File: config.mk
export PLATFORM = sky130hd
export DESIGN_NAME = stack_unit
export DESIGN_NICKNAME = d
export VERILOG_FILES = /design/src/rtl/stk_pkg.sv /design/src/rtl/stk_pointer.sv /design/src/rtl/stk_seq.sv /design/src/rtl/stk_data.sv /design/src/rtl/stack_unit.sv
export SDC_FILE = /design/constraint.sdc
export NUM_CORES = 1
export LEC_CHECK = 0
export BUFFER_PORTS_ARGS = -buffer_cell sky130_fd_sc_hd__buf_2
export CAP_MARGIN = 20
export CORE_MARGIN = 4
export CORE_UTILIZATION = 38
export DETAILED_ROUTE_END_ITERATION = 12
export GPL_ROUTABILITY_DRIVEN = 0
export PLACE_DENSITY = 0.65
export SLEW_MARGIN = 20
export SYNTH_ARGS = -nofsm -noshare
export SYNTH_HDL_FRONTEND = slang
export SYNTH_HIERARCHICAL = 1
export SYNTH_SLANG_ARGS = --single-unit
File: constraint.sdc
create_clock -name clk -period 3.1 [get_ports clk]
set_input_delay 0.465 -clock clk [delete_from_list [all_inputs] [get_ports clk]]
set_output_delay 0.465 -clock clk [all_outputs]
set_load 0.05 [all_outputs]
File: src/rtl/stk_pkg.sv
package stk_pkg;

  typedef enum logic [2:0] {
    OP_NONE = 3'd0,
    OP_PUSH = 3'd1,
    OP_POP  = 3'd2,
    OP_CALL = 3'd3,
    OP_RET  = 3'd4,
    OP_RSP  = 3'd5
  } stk_op_e;

  typedef enum logic [2:0] {
    PH_IDLE,
    PH_ADDR,
    PH_DATA,
    PH_WAIT,
    PH_DONE
  } stk_phase_e;

  function automatic logic op_known(input logic [2:0] op);
    return (op >= 3'd1) && (op <= 3'd5);
  endfunction

  function automatic logic op_writes(input logic [2:0] op);
    return (op == OP_PUSH) || (op == OP_CALL);
  endfunction

  function automatic logic op_reads(input logic [2:0] op);
    return (op == OP_POP) || (op == OP_RET);
  endfunction

endpackage

File: src/rtl/stk_pointer.sv
module stk_pointer #(
  parameter int AW = 16
) (
  input  logic          clk,
  input  logic          rst,
  input  logic          load_top,
  input  logic          step_up,
  input  logic          step_down,
  output logic [AW-1:0] ptr,
  output logic          at_top
);
  localparam logic [AW-1:0] TOP = '1;

  always_ff @(posedge clk) begin
    if (rst || load_top)  ptr <= TOP;
    else if (step_up)     ptr <= ptr + 1'b1;
    else if (step_down)   ptr <= ptr - 1'b1;
  end

  assign at_top = (ptr == TOP);
endmodule

File: src/rtl/stk_seq.sv
module stk_seq
  import stk_pkg::*;
(
  input  logic       clk,
  input  logic       rst,
  input  logic       cmd_valid,
  input  logic [2:0] cmd_op,
  input  logic       at_top,
  output logic       accept,
  output logic       src_dbus,
  output logic       load_top,
  output logic       step_up,
  output logic       step_down,
  output logic       cap_r,
  output logic       cap_d,
  output logic       ram_we,
  output logic       ram_re,
  output logic       done,
  output logic       busy,
  output logic       underflow
);
  stk_phase_e phase;
  stk_op_e    op_q;
  logic       miss_q;

  assign accept    = (phase == PH_IDLE) && cmd_valid && op_known(cmd_op);
  assign src_dbus  = (cmd_op == OP_CALL);
  assign load_top  = accept && (cmd_op == OP_RSP);
  assign step_up   = accept && op_reads(cmd_op) && !at_top;
  assign step_down = (phase == PH_DATA) && op_writes(op_q);
  assign cap_r     = (phase == PH_WAIT) && (op_q == OP_POP) && !miss_q;
  assign cap_d     = (phase == PH_WAIT) && (op_q == OP_RET) && !miss_q;
  assign busy      = (phase != PH_IDLE);

  always_ff @(posedge clk) begin
    if (rst) begin
      phase     <= PH_IDLE;
      op_q      <= OP_NONE;
      miss_q    <= 1'b0;
      ram_we    <= 1'b0;
      ram_re    <= 1'b0;
      done      <= 1'b0;
      underflow <= 1'b0;
    end else begin
      ram_we <= 1'b0;
      ram_re <= 1'b0;
      done   <= 1'b0;
      case (phase)
        PH_IDLE: if (accept) begin
          phase  <= PH_ADDR;
          op_q   <= stk_op_e'(cmd_op);
          miss_q <= op_reads(cmd_op) && at_top;
          if (op_reads(cmd_op) && at_top) underflow <= 1'b1;
          if (cmd_op == OP_RSP)           underflow <= 1'b0;
        end
        PH_ADDR: begin
          phase  <= PH_DATA;
          ram_we <= op_writes(op_q);
          ram_re <= op_reads(op_q) && !miss_q;
        end
        PH_DATA: phase <= PH_WAIT;
        PH_WAIT: begin
          phase <= PH_DONE;
          done  <= 1'b1;
        end
        default: phase <= PH_IDLE;
      endcase
    end
  end
endmodule

File: src/rtl/stk_data.sv
module stk_data #(
  parameter int DW = 16
) (
  input  logic          clk,
  input  logic          rst,
  input  logic          accept,
  input  logic          src_dbus,
  input  logic [DW-1:0] rbus_in,
  input  logic [DW-1:0] dbus_in,
  input  logic [DW-1:0] ram_rdata,
  input  logic          cap_r,
  input  logic          cap_d,
  output logic [DW-1:0] ram_wdata,
  output logic [DW-1:0] rbus_out,
  output logic          rbus_out_valid,
  output logic [DW-1:0] dbus_out,
  output logic          dbus_out_valid
);
  always_ff @(posedge clk) begin
    if (rst) begin
      ram_wdata      <= '0;
      rbus_out       <= '0;
      dbus_out       <= '0;
      rbus_out_valid <= 1'b0;
      dbus_out_valid <= 1'b0;
    end else begin
      if (accept) ram_wdata <= src_dbus ? dbus_in : rbus_in;
      if (cap_r)  rbus_out  <= ram_rdata;
      if (cap_d)  dbus_out  <= ram_rdata;
      rbus_out_valid <= cap_r;
      dbus_out_valid <= cap_d;
    end
  end
endmodule

File: src/rtl/stack_unit.sv
module stack_unit #(
  parameter int AW = 16,
  parameter int DW = 16
) (
  input  logic          clk,
  input  logic          rst,
  input  logic          cmd_valid,
  input  logic [2:0]    cmd_op,
  input  logic [DW-1:0] rbus_in,
  input  logic [DW-1:0] dbus_in,
  output logic [DW-1:0] rbus_out,
  output logic          rbus_out_valid,
  output logic [DW-1:0] dbus_out,
  output logic          dbus_out_valid,
  output logic [AW-1:0] ram_addr,
  output logic          ram_we,
  output logic          ram_re,
  output logic [DW-1:0] ram_wdata,
  input  logic [DW-1:0] ram_rdata,
  output logic          busy,
  output logic          done,
  output logic          underflow
);
  logic accept, src_dbus, load_top, step_up, step_down, cap_r, cap_d, at_top;

  stk_seq u_seq (
    .clk(clk), .rst(rst), .cmd_valid(cmd_valid), .cmd_op(cmd_op),
    .at_top(at_top), .accept(accept), .src_dbus(src_dbus),
    .load_top(load_top), .step_up(step_up), .step_down(step_down),
    .cap_r(cap_r), .cap_d(cap_d), .ram_we(ram_we), .ram_re(ram_re),
    .done(done), .busy(busy), .underflow(underflow)
  );

  stk_pointer #(.AW(AW)) u_ptr (
    .clk(clk), .rst(rst), .load_top(load_top), .step_up(step_up),
    .step_down(step_down), .ptr(ram_addr), .at_top(at_top)
  );

  stk_data #(.DW(DW)) u_data (
    .clk(clk), .rst(rst), .accept(accept), .src_dbus(src_dbus),
    .rbus_in(rbus_in), .dbus_in(dbus_in), .ram_rdata(ram_rdata),
    .cap_r(cap_r), .cap_d(cap_d), .ram_wdata(ram_wdata),
    .rbus_out(rbus_out), .rbus_out_valid(rbus_out_valid),
    .dbus_out(dbus_out), .dbus_out_valid(dbus_out_valid)
  );
endmodule

==> results of run 1 <==
[Yosys cell counts (5+ instances only)]
cell type / number / area, sq um
a21oi_1: 9 / 45.0
o21ai_0: 7 / 35.0
nand2_1: 30 / 113
nor3_1: 10 / 50.1
clkbuf_1: 12 / 45.0
ha_1: 14 / 175
nand4_1: 8 / 50.1
xnor2_1: 8 / 70.1
nand3_1: 6 / 30.0
dfxtp_1: 77 / 1540
buf_2: 8 / 40.0
mux2i_1: 51 / 510
inv_1: 8 / 30.0
a211oi_1: 19 / 143
o211ai_1: 13 / 97.6
xor2_1: 7 / 61.3
nor2_1: 64 / 240
nor3b_1: 5 / 37.5
[state kept, by name, indices dropped and copies added (netlist names), 3 cells and up]
name / cells
u_seq/op_q: 3
u_ptr/ptr: 16
u_data/ram_wdata: 16
u_data/dbus_out: 16
u_data/rbus_out: 16
u_seq/phase: 3
[routing by layer]
| metal | share of wire [%] | vias up |
|---|---|---|
| met5 | 0 | - |
| met4 | 1.6 | 0 |
| met3 | 5.5 | 11 |
| met2 | 50 | 105 |
| met1 | 43 | 1645 |
| li1 | - | 1772 |
[logic make-up (layout without fill, tap and decap cells)]
family,after synthesis,after routing
AOI/OAI and AO/OA,76,76
xor gates and xnor gates,15,15
adders and majority gates,15,15
buffers and inverters,35,168
DFF,77,77
muxes,51,51
and+or+nand+nor,151,151
[worst max path at each step]
stage	from	slack, ns	endpoint
after floorplan	cmd_op[2]	0.02	u_ptr/ptr[14]$_SDFFE_PP1P_
after global placement	cmd_op[1]	0.17	u_ptr/ptr[15]$_SDFFE_PP1P_
after detailed placement	cmd_valid	0.1	u_ptr/ptr[15]$_SDFFE_PP1P_
after CTS	u_ptr/ptr[3]$_SDFFE_PP1P_	0.06	u_ptr/ptr[15]$_SDFFE_PP1P_
after global routing	u_ptr/ptr[8]$_SDFFE_PP1P_	0.04	u_ptr/ptr[14]$_SDFFE_PP1P_
final	u_ptr/ptr[8]$_SDFFE_PP1P_	0.16	u_ptr/ptr[14]$_SDFFE_PP1P_
[timing repair]
item / in CTS / in global routing
hold buffers: 0 / 0
endpoints found under the setup margin: 0 / 3
gates resized for setup: 0 / 2
[worst reg2reg max path, delay by kind of cell, from the launching register on]
kind	cells	cell delay, ns
buf+inv	1	0.17
flops	1	0.38
mux	1	0.22
simple gates	5	0.85
compound gates	3	0.73
fa+ha+maj	1	0.48
[per-stage QoR]
| step | setup WS (ns) | area (sq um) | hold WS (ns) |
|---|---|---|---|
| 2_1_floorplan | 0.0242 | 3900 | 0.449 |
| 3_3_place_gp | 0.170 | 4700 | 0.469 |
| 3_5_place_dp | 0.0989 | 4700 | 0.474 |
| 4_1_cts | 0.0650 | 4920 | 0.340 |
| 5_1_grt | 0.0380 | 4930 | 0.344 |
| 6_report | 0.161 | 4930 | 0.362 |
[where the power goes]
| group | internal (mW) | switching, mW | total (mW) |
|---|---|---|---|
| clock network | 0.461 | 0.399 | 0.860 |
| logic | 0.454 | 0.798 | 1.25 |
| registers | 1.07 | 0.0708 | 1.15 |
[cell type report]
| class | instances | area, sq um | area share (%) |
|---|---|---|---|
| Clock buffer | 10 | 128 | 2.59 |
| Clock inverter | 6 | 93.8 | 1.90 |
| Inverter | 8 | 30.0 | 0.609 |
| Multi-Input combinational cell | 308 | 2180 | 44.2 |
| Sequential cell | 77 | 1560 | 31.7 |
| Tap cell | 133 | 166 | 3.38 |
| Timing Repair Buffer | 144 | 771 | 15.6 |
==> out/metrics.csv, run 1 <==
stage,metric,value,unit
min_path,worstHoldStart,ram_rdata[4],
die,die_w,109,um
critical_path,rr_worst_depth,11,
timing,worst_pin_slew,0.924,ns
clock_network,cts_buffer_depth,2,
clock_network,clockRootBuffer,clkbuf_8,
die,core_area,0.00982,sq mm
global_routing,grt_max_degree,64,
yosys,synth_warnings,6,
critical_path,arrival,3.17,ns
global_routing,use_met2,26.8,%
detailed_routing,dr.pass1.iters,5,
critical_path,ff2ff_setup_slack,0.16,ns
clock_network,cts_tree,yes,
clock_network,cts_buffers,9,
yosys,yosysSeqAreaShare,39.9,%
yosys,synth_edf_count,0,
critical_path,crit_chain,nand4_1 -> nor4_4 -> nor2_2 -> buf_4 -> fa_1 -> nor2b_2 -> o2111ai_1 -> a311o_2 -> o21ai_2 -> mux2i_1 -> nand3_1,
detailed_routing,wl_per_cell,14.7,um
global_routing,grt_use_met1,21.8,%
die,io_pins,125,
yosys,synth.area.mux_share,13.2,%
detailed_routing,drcViolationCount,0,
global_routing,grt_use_met3,2.72,%
flow_run,drv_cap,0,
critical_path,crit_buf_inv,1,
finish,layoutNonFillerInstCount,686,
yosys,synth_cells,420,
clock_network,cts_sinks,77,
global_routing,overflow,0,
detailed_routing,drtAntennaViolNets,0,
global_routing,grt_pass1_wl,15800,um
yosys,synth.distinct_cells,54,
timing,hold_viol,0,
timing,fin_tns_setup,0,ns
min_path,hold-path-cell-count,3,
yosys,yosys.area_share.simple,19.0,%
timing,slew_viol_final,0,
yosys,synthesis.nets,489,
detailed_routing,wl,10100,um
critical_path,critPathMaxStageDelay,0.48,ns
critical_path,critical-path-top-delay-family,simple AND/OR/NAND/NOR gates,
critical_path,critPathSlowestCell,fa_1,
yosys,async_flop_share,0,%
yosys,synth_top_family_by_area,simple AND/OR/NAND/NOR gates,
die,die_area,0.0119,sq mm
place,placed_cells,670,
yosys,yosys.area_share.adder,5.05,%
critical_path,reg2reg_to,u_ptr/ptr[14]$_SDFFE_PP1P_,
min_path,worst_hold_path.endpoint,u_data/rbus_out[4]$_SDFFE_PP0P_,
detailed_routing,first_iter_violations,229,
place,io_buffers,124,
power_and_ir_drop,totalPowerFinal,3.26,mW
clock_network,clk_pin_slew_worst_paths,0.08,ns
clock_network,cts_setup_buffers,0,
finish,layout_commonest_cell,buf_2,
timing,slew_headroom,38.2,%
yosys,syn_avg_cell_area,9.21,sq um
clock_network,htree_num_levels,3,
critical_path,worstPathMaxFanout,6,
finish,area_growth,27.5,%
run_status,status,"finished, final reports clean",
critical_path,r2r_start,u_ptr/ptr[8]$_SDFFE_PP1P_,
timing,period_needed,2.94,ns
power_and_ir_drop,ir_drop,0.454,mV
die,die_height,109,um
yosys,synth_compound_area_share,14.6,%
place,dp.final_hpwl,7510,um
critical_path,cp.required,3.33,ns
timing,rsz0062_at_grt,false,
critical_path,endpoint_kind,flop,
finish,n_fill_cell,956,
global_routing,grt_pass1_vias,3263,
clock_network,insertion_delay,0.35,ns
min_path,holdCritPathClass,in2reg,
global_routing,grt_util_all_layers,16.7,%
power_and_ir_drop,leakagePower,2.14,nW
finish,drive_above_1_share,35.4,%
yosys,synth-seq-cells,77,
yosys,ys.flop_type,dfxtp_1,
yosys,synth_area,0.00387,sq mm
timing,finClkSkew,0.00957,ns
critical_path,crit_path_start_kind,flop,
critical_path,critPathKind,reg2reg,
yosys,synthXorXnorAreaFrac,3.40,%
die,placementRows,36,
finish,fin_nets,617,
finish,final_util,50.2,%
timing,setup_viol,0,
critical_path,crit_cells,11,
timing,max_freq,340,MHz
finish,num_antenna_cells,0,
die,start_util,39.4,%
finish,final_cell_mix,"124 x buf_2, 63 x nor2_1, 61 x dfxtp_1, 51 x mux2i_1, 30 x nand2_1",
global_routing,grt-busiest-layer,met2,
power_and_ir_drop,powerDensity,661,mW/mm^2
detailed_routing,num_vias,3533,
global_routing,antenna_found_initial,0,
detailed_routing,viasPerCell,5.15,
timing,finalCritPeriodShare,94.8,%
(Power assumes the default switching activity.)
==> inputs of run 2 (changes only) <==
--- a/config.mk
+++ b/config.mk
@@ -5,8 +5,8 @@
 export SDC_FILE = /design/constraint.sdc
 export NUM_CORES = 1
 export LEC_CHECK = 0
+export ABC_AREA = 1
 export BUFFER_PORTS_ARGS = -buffer_cell sky130_fd_sc_hd__buf_2
-export CAP_MARGIN = 20
 export CORE_MARGIN = 4
 export CORE_UTILIZATION = 38
 export DETAILED_ROUTE_END_ITERATION = 12
==> out/metrics.csv, run 2 <==
stage,metric,value,unit,change
place,placed_cells,825,,+23%
critical_path,worstPathMaxFanout,15,,+9
yosys,yosysSeqAreaShare,38.7,%,-1.2 points
yosys,synth-seq-cells,77,,unchanged
detailed_routing,drtAntennaViolNets,0,,unchanged
timing,fin_tns_setup,0,ns,unchanged
clock_network,htree_num_levels,3,,unchanged
yosys,yosys.area.top_type,dfxtp_1,,
timing,setup_viol,0,,unchanged
min_path,holdCritPathClass,in2reg,,
timing,worst_pin_slew,0.537,ns,-0.387 ns
die,placementRows,37,,+2.8%
yosys,synth_compound_area_share,10.3,%,-4.3 points
yosys,ys_top_cells_by_area,"dfxtp_1 39%, nand2_1 17%, a21oi_1 7.7%",,
yosys,synth_area,0.00398,sq mm,+3.0%
finish,area_growth,22.2,%,
detailed_routing,viasPerCell,4.75,,-7.7%
timing,slew_viol_final,0,,unchanged
die,die_height,110,um,+1.4%
clock_network,cts_buffer_depth,2,,unchanged
place,io_buffers,124,,unchanged
critical_path,critPathMaxStageDelay,0.44,ns,-0.04 ns
clock_network,cts_tree,yes,,
yosys,synthesis.nets,645,,+32%
finish,num_antenna_cells,0,,unchanged
yosys,synth_warnings,6,,unchanged
yosys,synth_edf_count,0,,unchanged
yosys,yosysMostFrequentCell,nand2_1,,
power_and_ir_drop,ir_drop,0.453,mV,-0.27%
yosys,synthXorXnorAreaFrac,0.440,%,-3.0 points
power_and_ir_drop,powerDensity,852,mW/mm^2,+29%
die,start_util,38.7,%,-0.63 points
die,die_area,0.0122,sq mm,+2.8%
global_routing,grt_pass1_wl,16500,um,+4.5%
finish,n_fill_cell,1075,,+12%
finish,final_cell_mix,"179 x nand2_1, 124 x buf_2, 77 x dfxtp_1, 61 x a21oi_1, 54 x nor2_1",,
critical_path,crit_chain,nand4_1 -> nor4_1 -> buf_4 -> nor4_1 -> inv_2 -> ha_1 -> a21oi_1 -> nand2_1 -> a21oi_1 -> nand2_1 -> nand2_1 -> nand2_1 -> nand2_1 -> nand3_2,,
critical_path,critPathSlowestCell,dfxtp_1,,
clock_network,cts_setup_buffers,0,,unchanged
detailed_routing,drcViolationCount,0,,unchanged
yosys,syn_avg_cell_area,6.91,sq um,-25%
yosys,synth.distinct_cells,37,,-31%
clock_network,insertion_delay,0.34,ns,about the same
timing,max_freq,355,MHz,+4.4%
finish,layoutNonFillerInstCount,841,,+23%
critical_path,cp.required,3.34,ns,about the same
clock_network,cts_sinks,77,,unchanged
critical_path,critPathKind,reg2reg,,
finish,layout_commonest_cell,nand2_1,,
clock_network,cts_buffers,9,,unchanged
yosys,ys.flop_type,dfxtp_1,,
timing,hold_viol,0,,unchanged
place,dp.final_hpwl,7840,um,+4.5%
yosys,synth_top_family_by_area,simple AND/OR/NAND/NOR gates,,
timing,period_needed,2.81,ns,-0.125 ns
critical_path,endpoint_kind,flop,,
clock_network,clk_pin_slew_worst_paths,0.09,ns,about the same
die,io_pins,125,,unchanged
yosys,async_flop_share,0,%,unchanged
clock_network,clockRootBuffer,clkbuf_8,,
detailed_routing,first_iter_violations,221,,-3.5%
timing,finClkSkew,0.0112,ns,+0.00158 ns
critical_path,crit_path_start_kind,flop,,
die,die_w,110,um,+1.4%
timing,slew_headroom,64.2,%,+26 points
yosys,synth_common_cells,"179 x nand2_1, 77 x dfxtp_1, 61 x a21oi_1",,
detailed_routing,wl,10300,um,+2.1%
finish,drive_above_1_share,26.1,%,-9.3 points
global_routing,overflow,0,,unchanged
flow_run,drv_cap,0,,unchanged
die,core_area,0.0103,sq mm,+4.7%
finish,stdcell_area,0.00486,sq mm,-1.3%
detailed_routing,num_vias,3997,,+13%
global_routing,antenna_found_initial,0,,unchanged
yosys,synth_cells,576,,+37%
power_and_ir_drop,leakagePower,2.34,nW,+9.4%
detailed_routing,dr.pass1.iters,4,,-1
yosys,yosys.area_share.adder,4.90,%,-0.15 points
finish,fin_nets,769,,+25%
global_routing,grt_max_degree,50,,-22%
yosys,synth_top_area_share,38.7,%,-1.2 points
timing,finalCritPeriodShare,90.8,%,-4.0 points
critical_path,arrival,3.05,ns,-0.12 ns
run_status,status,"finished, final reports clean",,
yosys,synth.area.mux_share,0,%,-13 points
place,placed_area,0.00468,sq mm,-0.35%
global_routing,grt_util_all_layers,16.8,%,+0.12 points
global_routing,grt_pass1_vias,3633,,+11%
detailed_routing,wl_per_cell,12.3,um,-17%
timing,rsz0062_at_grt,false,,
yosys,yosys.area_share.simple,35.4,%,+16 points
critical_path,crit_top_cell,nand2_1,,
-- run 2: cell count changes in the layout (fill, tap and decap cells not counted), moves of 10 or more --
cell	change
a211oi_1	-19
dfxtp_2	-16
nand3_1	+33
inv_1	+46
buf_4	-10
nand2_2	+16
dfxtp_1	+16
nand2_1	+149
o211ai_1	-13
a21oi_1	+52
mux2i_1	-51
-- run 2: layer usage --
layer / track usage (%) / share of wire (%) / up-vias
li1: - / - / 2084
met1: 22.7 / 47 / 1788
met2: 26.6 / 46 / 107
met3: 2.80 / 5.5 / 18
met4: 7.21 / 2.0 / 0
met5: 0 / 0 / -
-- run 2: final cells by class --
cell class                      count  area (sq um)  area share, %
Multi-Input combinational cell    420          2040           42.0
Sequential cell                    77          1540           31.7
Timing Repair Buffer              134           696           14.3
Inverter                           58           230           4.73
Tap cell                          136           170           3.50
Clock buffer                        9           124           2.55
Clock inverter                      7          58.8           1.21
-- run 2: logic make-up after synthesis --
family,Yosys count
simple gates,324
buf+inv,79
xor+xnor,2
fa+ha+maj,15
flops,77
compound gates,79
-- run 2: worst paths after layout --
path                                            to  cells past startpoint                            start  slack (ns)
hold reg to reg    u_data/rbus_out[6]$_SDFFE_PP0P_                      2  u_data/rbus_out[6]$_SDFFE_PP0P_        0.46
setup reg to reg        u_ptr/ptr[15]$_SDFFE_PP1P_                     14        u_ptr/ptr[0]$_SDFFE_PP1P_        0.29
setup / recovery        u_ptr/ptr[15]$_SDFFE_PP1P_                     14        u_ptr/ptr[0]$_SDFFE_PP1P_        0.29
hold / removal    u_data/dbus_out[15]$_SDFFE_PP0P_                      3                    ram_rdata[15]        0.37
-- run 2: timing repair --
action	CTS	global route
endpoints found under the setup margin	0	12
hold buffers	0	0
gates resized for setup	0	1
-- run 2: critical path: cells and delay by family, from the launching register on --
kind / cells / cell delay (ns)
compound gates: 2 / 0.41
flops: 1 / 0.44
fa+ha+maj: 1 / 0.34
buf+inv: 2 / 0.45
simple gates: 9 / 1.07
-- run 2: power by group --
part	internal, mW	switching, mW	leakage, nW
logic	0.689	1.48	1.62
clock network	0.302	0.398	0.0917
registers	1.15	0.130	0.626
total	2.14	2.01	2.34
-- run 2: per-stage QoR --
step | total power, mW | utilization, % | worst slack [ns] | hold WS (ns)
6_report | 4.15 | 47.3 | 0.286 | 0.368
5_1_grt | 4.50 | 47.3 | 0.00561 | 0.359
4_1_cts | 4.19 | 47.3 | 0.0798 | 0.341
3_5_place_dp | 3.46 | 45.6 | 0.0974 | 0.451
3_3_place_gp | 3.43 | 45.6 | 0.168 | 0.446
2_1_floorplan | 2.94 | - | 0.187 | 0.408
==> inputs of run 3 (changes only) <==
--- a/config.mk
+++ b/config.mk
@@ -7,11 +7,13 @@
 export LEC_CHECK = 0
 export ABC_AREA = 1
 export BUFFER_PORTS_ARGS = -buffer_cell sky130_fd_sc_hd__buf_2
+export CORE_ASPECT_RATIO = 0.8
 export CORE_MARGIN = 4
 export CORE_UTILIZATION = 38
+export CTS_CLUSTER_SIZE = 28
 export DETAILED_ROUTE_END_ITERATION = 12
 export GPL_ROUTABILITY_DRIVEN = 0
-export PLACE_DENSITY = 0.65
+export PLACE_DENSITY = 0.62
 export SLEW_MARGIN = 20
 export SYNTH_ARGS = -nofsm -noshare
 export SYNTH_HDL_FRONTEND = slang
==> out/metrics.csv, run 3 (synthesis gave the netlist of run 2 again) <==
stage,metric,value,unit,change
run_status,status,"finished, final reports clean",,
critical_path,endpoint_kind,flop,,
detailed_routing,wl_per_cell,12.5,um,+2.2%
detailed_routing,drcViolationCount,0,,unchanged
global_routing,grt_util_all_layers,17.3,%,+0.41 points
die,placementRows,33,,-11%
global_routing,grt_pass1_wl,16900,um,+2.2%
clock_network,cts_sinks,77,,unchanged
clock_network,htree_num_levels,3,,unchanged
power_and_ir_drop,totalPowerFinal,4.54,mW,+9.4%
global_routing,use_met2,26.4,%,-0.30 points
finish,area_growth,25.3,%,
global_routing,overflow,0,,unchanged
clock_network,cts_buffers,9,,unchanged
min_path,holdCritPathClass,in2reg,,
critical_path,critPathMaxStageDelay,0.41,ns,-0.03 ns
die,die_w,122,um,+11%
critical_path,crit_top_cell,nand2_1,,
critical_path,worstPathMaxFanout,16,,+1
global_routing,grt-busiest-layer,met2,,
die,die_area,0.0122,sq mm,about the same
critical_path,arrival,2.90,ns,-0.15 ns
finish,num_antenna_cells,0,,unchanged
power_and_ir_drop,clkPwrFrac,23.6,%,+6.7 points
detailed_routing,dr.pass1.iters,4,,unchanged
global_routing,grt_pass1_vias,3503,,-3.6%
timing,slew_headroom,44.3,%,-20 points
clock_network,cts_resized,0,,unchanged
finish,final_util,48.7,%,+1.4 points
power_and_ir_drop,p_seq_share,28.3,%,-2.5 points
place,pre_cts_ws,0.411,ns,+0.314 ns
finish,fin_nets,768,,-0.13%
finish,layoutNonFillerInstCount,844,,+0.36%
place,io_buffers,124,,unchanged
clock_network,cts_buffer_depth,2,,unchanged
finish,multi_input_area,0.00204,sq mm,unchanged
critical_path,critPathKind,reg2reg,,
timing,worst_pin_slew,0.832,ns,+0.296 ns
clock_network,insertion_delay,0.33,ns,about the same
power_and_ir_drop,power_switching,2.05,mW,+2.1%
finish,n_fill_cell,1108,,+3.1%
place,placed_cells,828,,+0.36%
place,placed_area,0.00468,sq mm,about the same
detailed_routing,drtAntennaViolNets,0,,unchanged
place,dp.final_hpwl,7890,um,+0.60%
finish,drive_above_1_share,25.9,%,-0.25 points
finish,stdcell_area,0.00499,sq mm,+2.5%
finish,final_cell_mix,"179 x nand2_1, 124 x buf_2, 77 x dfxtp_1, 61 x a21oi_1",,
clock_network,ctsHoldBuffers,0,,unchanged
global_routing,grt_max_degree,51,,+2.0%
critical_path,cp.required,3.32,ns,-0.02 ns
power_and_ir_drop,powerDensity,909,mW/mm^2,+6.7%
timing,max_freq,373,MHz,+5.1%
critical_path,critPathSlowestCell,dfxtp_1,,
timing,finClkSkew,0.00812,ns,-0.00303 ns
power_and_ir_drop,leakagePower,2.39,nW,+2.3%
die,start_util,38.9,%,+0.14 points
clock_network,cts_setup_buffers,0,,unchanged
critical_path,crit_path_start_kind,flop,,
timing,period_needed,2.68,ns,-0.136 ns
detailed_routing,viasPerCell,4.66,,-2.0%
global_routing,antenna_found_initial,0,,unchanged
timing,slew_viol_final,0,,unchanged
flow_run,drv_cap,0,,unchanged
timing,setup_slack,0.421,ns,+0.136 ns
die,io_pins,125,,unchanged
timing,fin_tns_setup,0,ns,unchanged
finish,layout_commonest_cell,nand2_1,,
global_routing,grt_use_met1,24.4,%,+1.7 points
timing,rsz0062_at_grt,false,,
power_and_ir_drop,power.internal,2.48,mW,+16%
clock_network,clk_pin_slew_worst_paths,0.06,ns,-0.03 ns
detailed_routing,wl,10600,um,+2.6%
detailed_routing,first_iter_violations,286,,+29%
timing,hold_viol,0,,unchanged
die,die_height,99.6,um,-9.8%
die,core_area,0.0102,sq mm,-0.37%
timing,finalCritPeriodShare,86.4,%,-4.4 points
power_and_ir_drop,ir_drop,0.397,mV,-12%
power_and_ir_drop,switching_share,45.2,%,-3.3 points
power_and_ir_drop,pwr-share-comb,48.1,%,-4.2 points
detailed_routing,num_vias,3930,,-1.7%
clock_network,cts_tree,yes,,
critical_path,crit_buf_inv,3,,+1
clock_network,clockRootBuffer,clkbuf_16,,
global_routing,grt_use_met3,4.55,%,+1.8 points
finish,regArea,0.00154,sq mm,unchanged
critical_path,critical-path-top-delay-family,simple AND/OR/NAND/NOR gates,,
timing,setup_viol,0,,unchanged
timing,hold_ws,0.392,ns,+0.0239 ns
critical_path,crit_chain,nand4_1 -> nor4_1 -> buf_4 -> nor4_1 -> inv_1 -> buf_4 -> ha_1 -> a21oi_1 -> nand2_1 -> a21oi_1 -> nand2_1 -> nand2_1 -> nand2_1 -> nand2_1 -> nand3_2,,
==> run 3: worst paths after layout <==
check / from / depth (start not counted) / to / slack (ns)
worst min-delay path: ram_rdata[15] / 3 / u_data/rbus_out[15]$_SDFFE_PP0P_ / 0.39
worst max register to register: u_ptr/ptr[10]$_SDFFE_PP1P_ / 15 / u_ptr/ptr[15]$_SDFFE_PP1P_ / 0.42
worst max-delay path: u_ptr/ptr[10]$_SDFFE_PP1P_ / 15 / u_ptr/ptr[15]$_SDFFE_PP1P_ / 0.42
worst min register to register: u_data/dbus_out[9]$_SDFFE_PP0P_ / 2 / u_data/dbus_out[9]$_SDFFE_PP0P_ / 0.46
==> run 3: power by group through the flow <==
stage	Combinational, mW	Clock (mW)	Sequential [mW]
floorplan	1.21	0	1.73
global placement	2.13	0	1.30
detailed placement	2.17	0	1.30
CTS	2.18	1.11	1.28
global route	2.40	1.15	1.31
finish	2.18	1.07	1.28
==> run 3: cell type report <==
class                      instances  share of cell area, %
multi-input combinational        420                   41.0
timing repair buffer             133                   13.8
tap                              140                   3.51
sequential                        77                   30.9
clock inverter                     6                   1.38
inverter                          58                   4.62
clock buffer                      10                   4.79
==> run 3: worst min-delay path, delay by kind of cell <==
kind	cells	cell delay (ns)
buffers and inverters	1	0.10
AO/OA/AOI/OAI	1	0.06
AND/OR/NAND/NOR	1	0.05
==> run 3: per-layer routing <==
metal | vias to the layer above | share of wire, %
met1 | 1736 | 50
met3 | 7 | 6.2
met2 | 104 | 43
met5 | - | 0
met4 | 0 | 0.80
li1 | 2083 | -
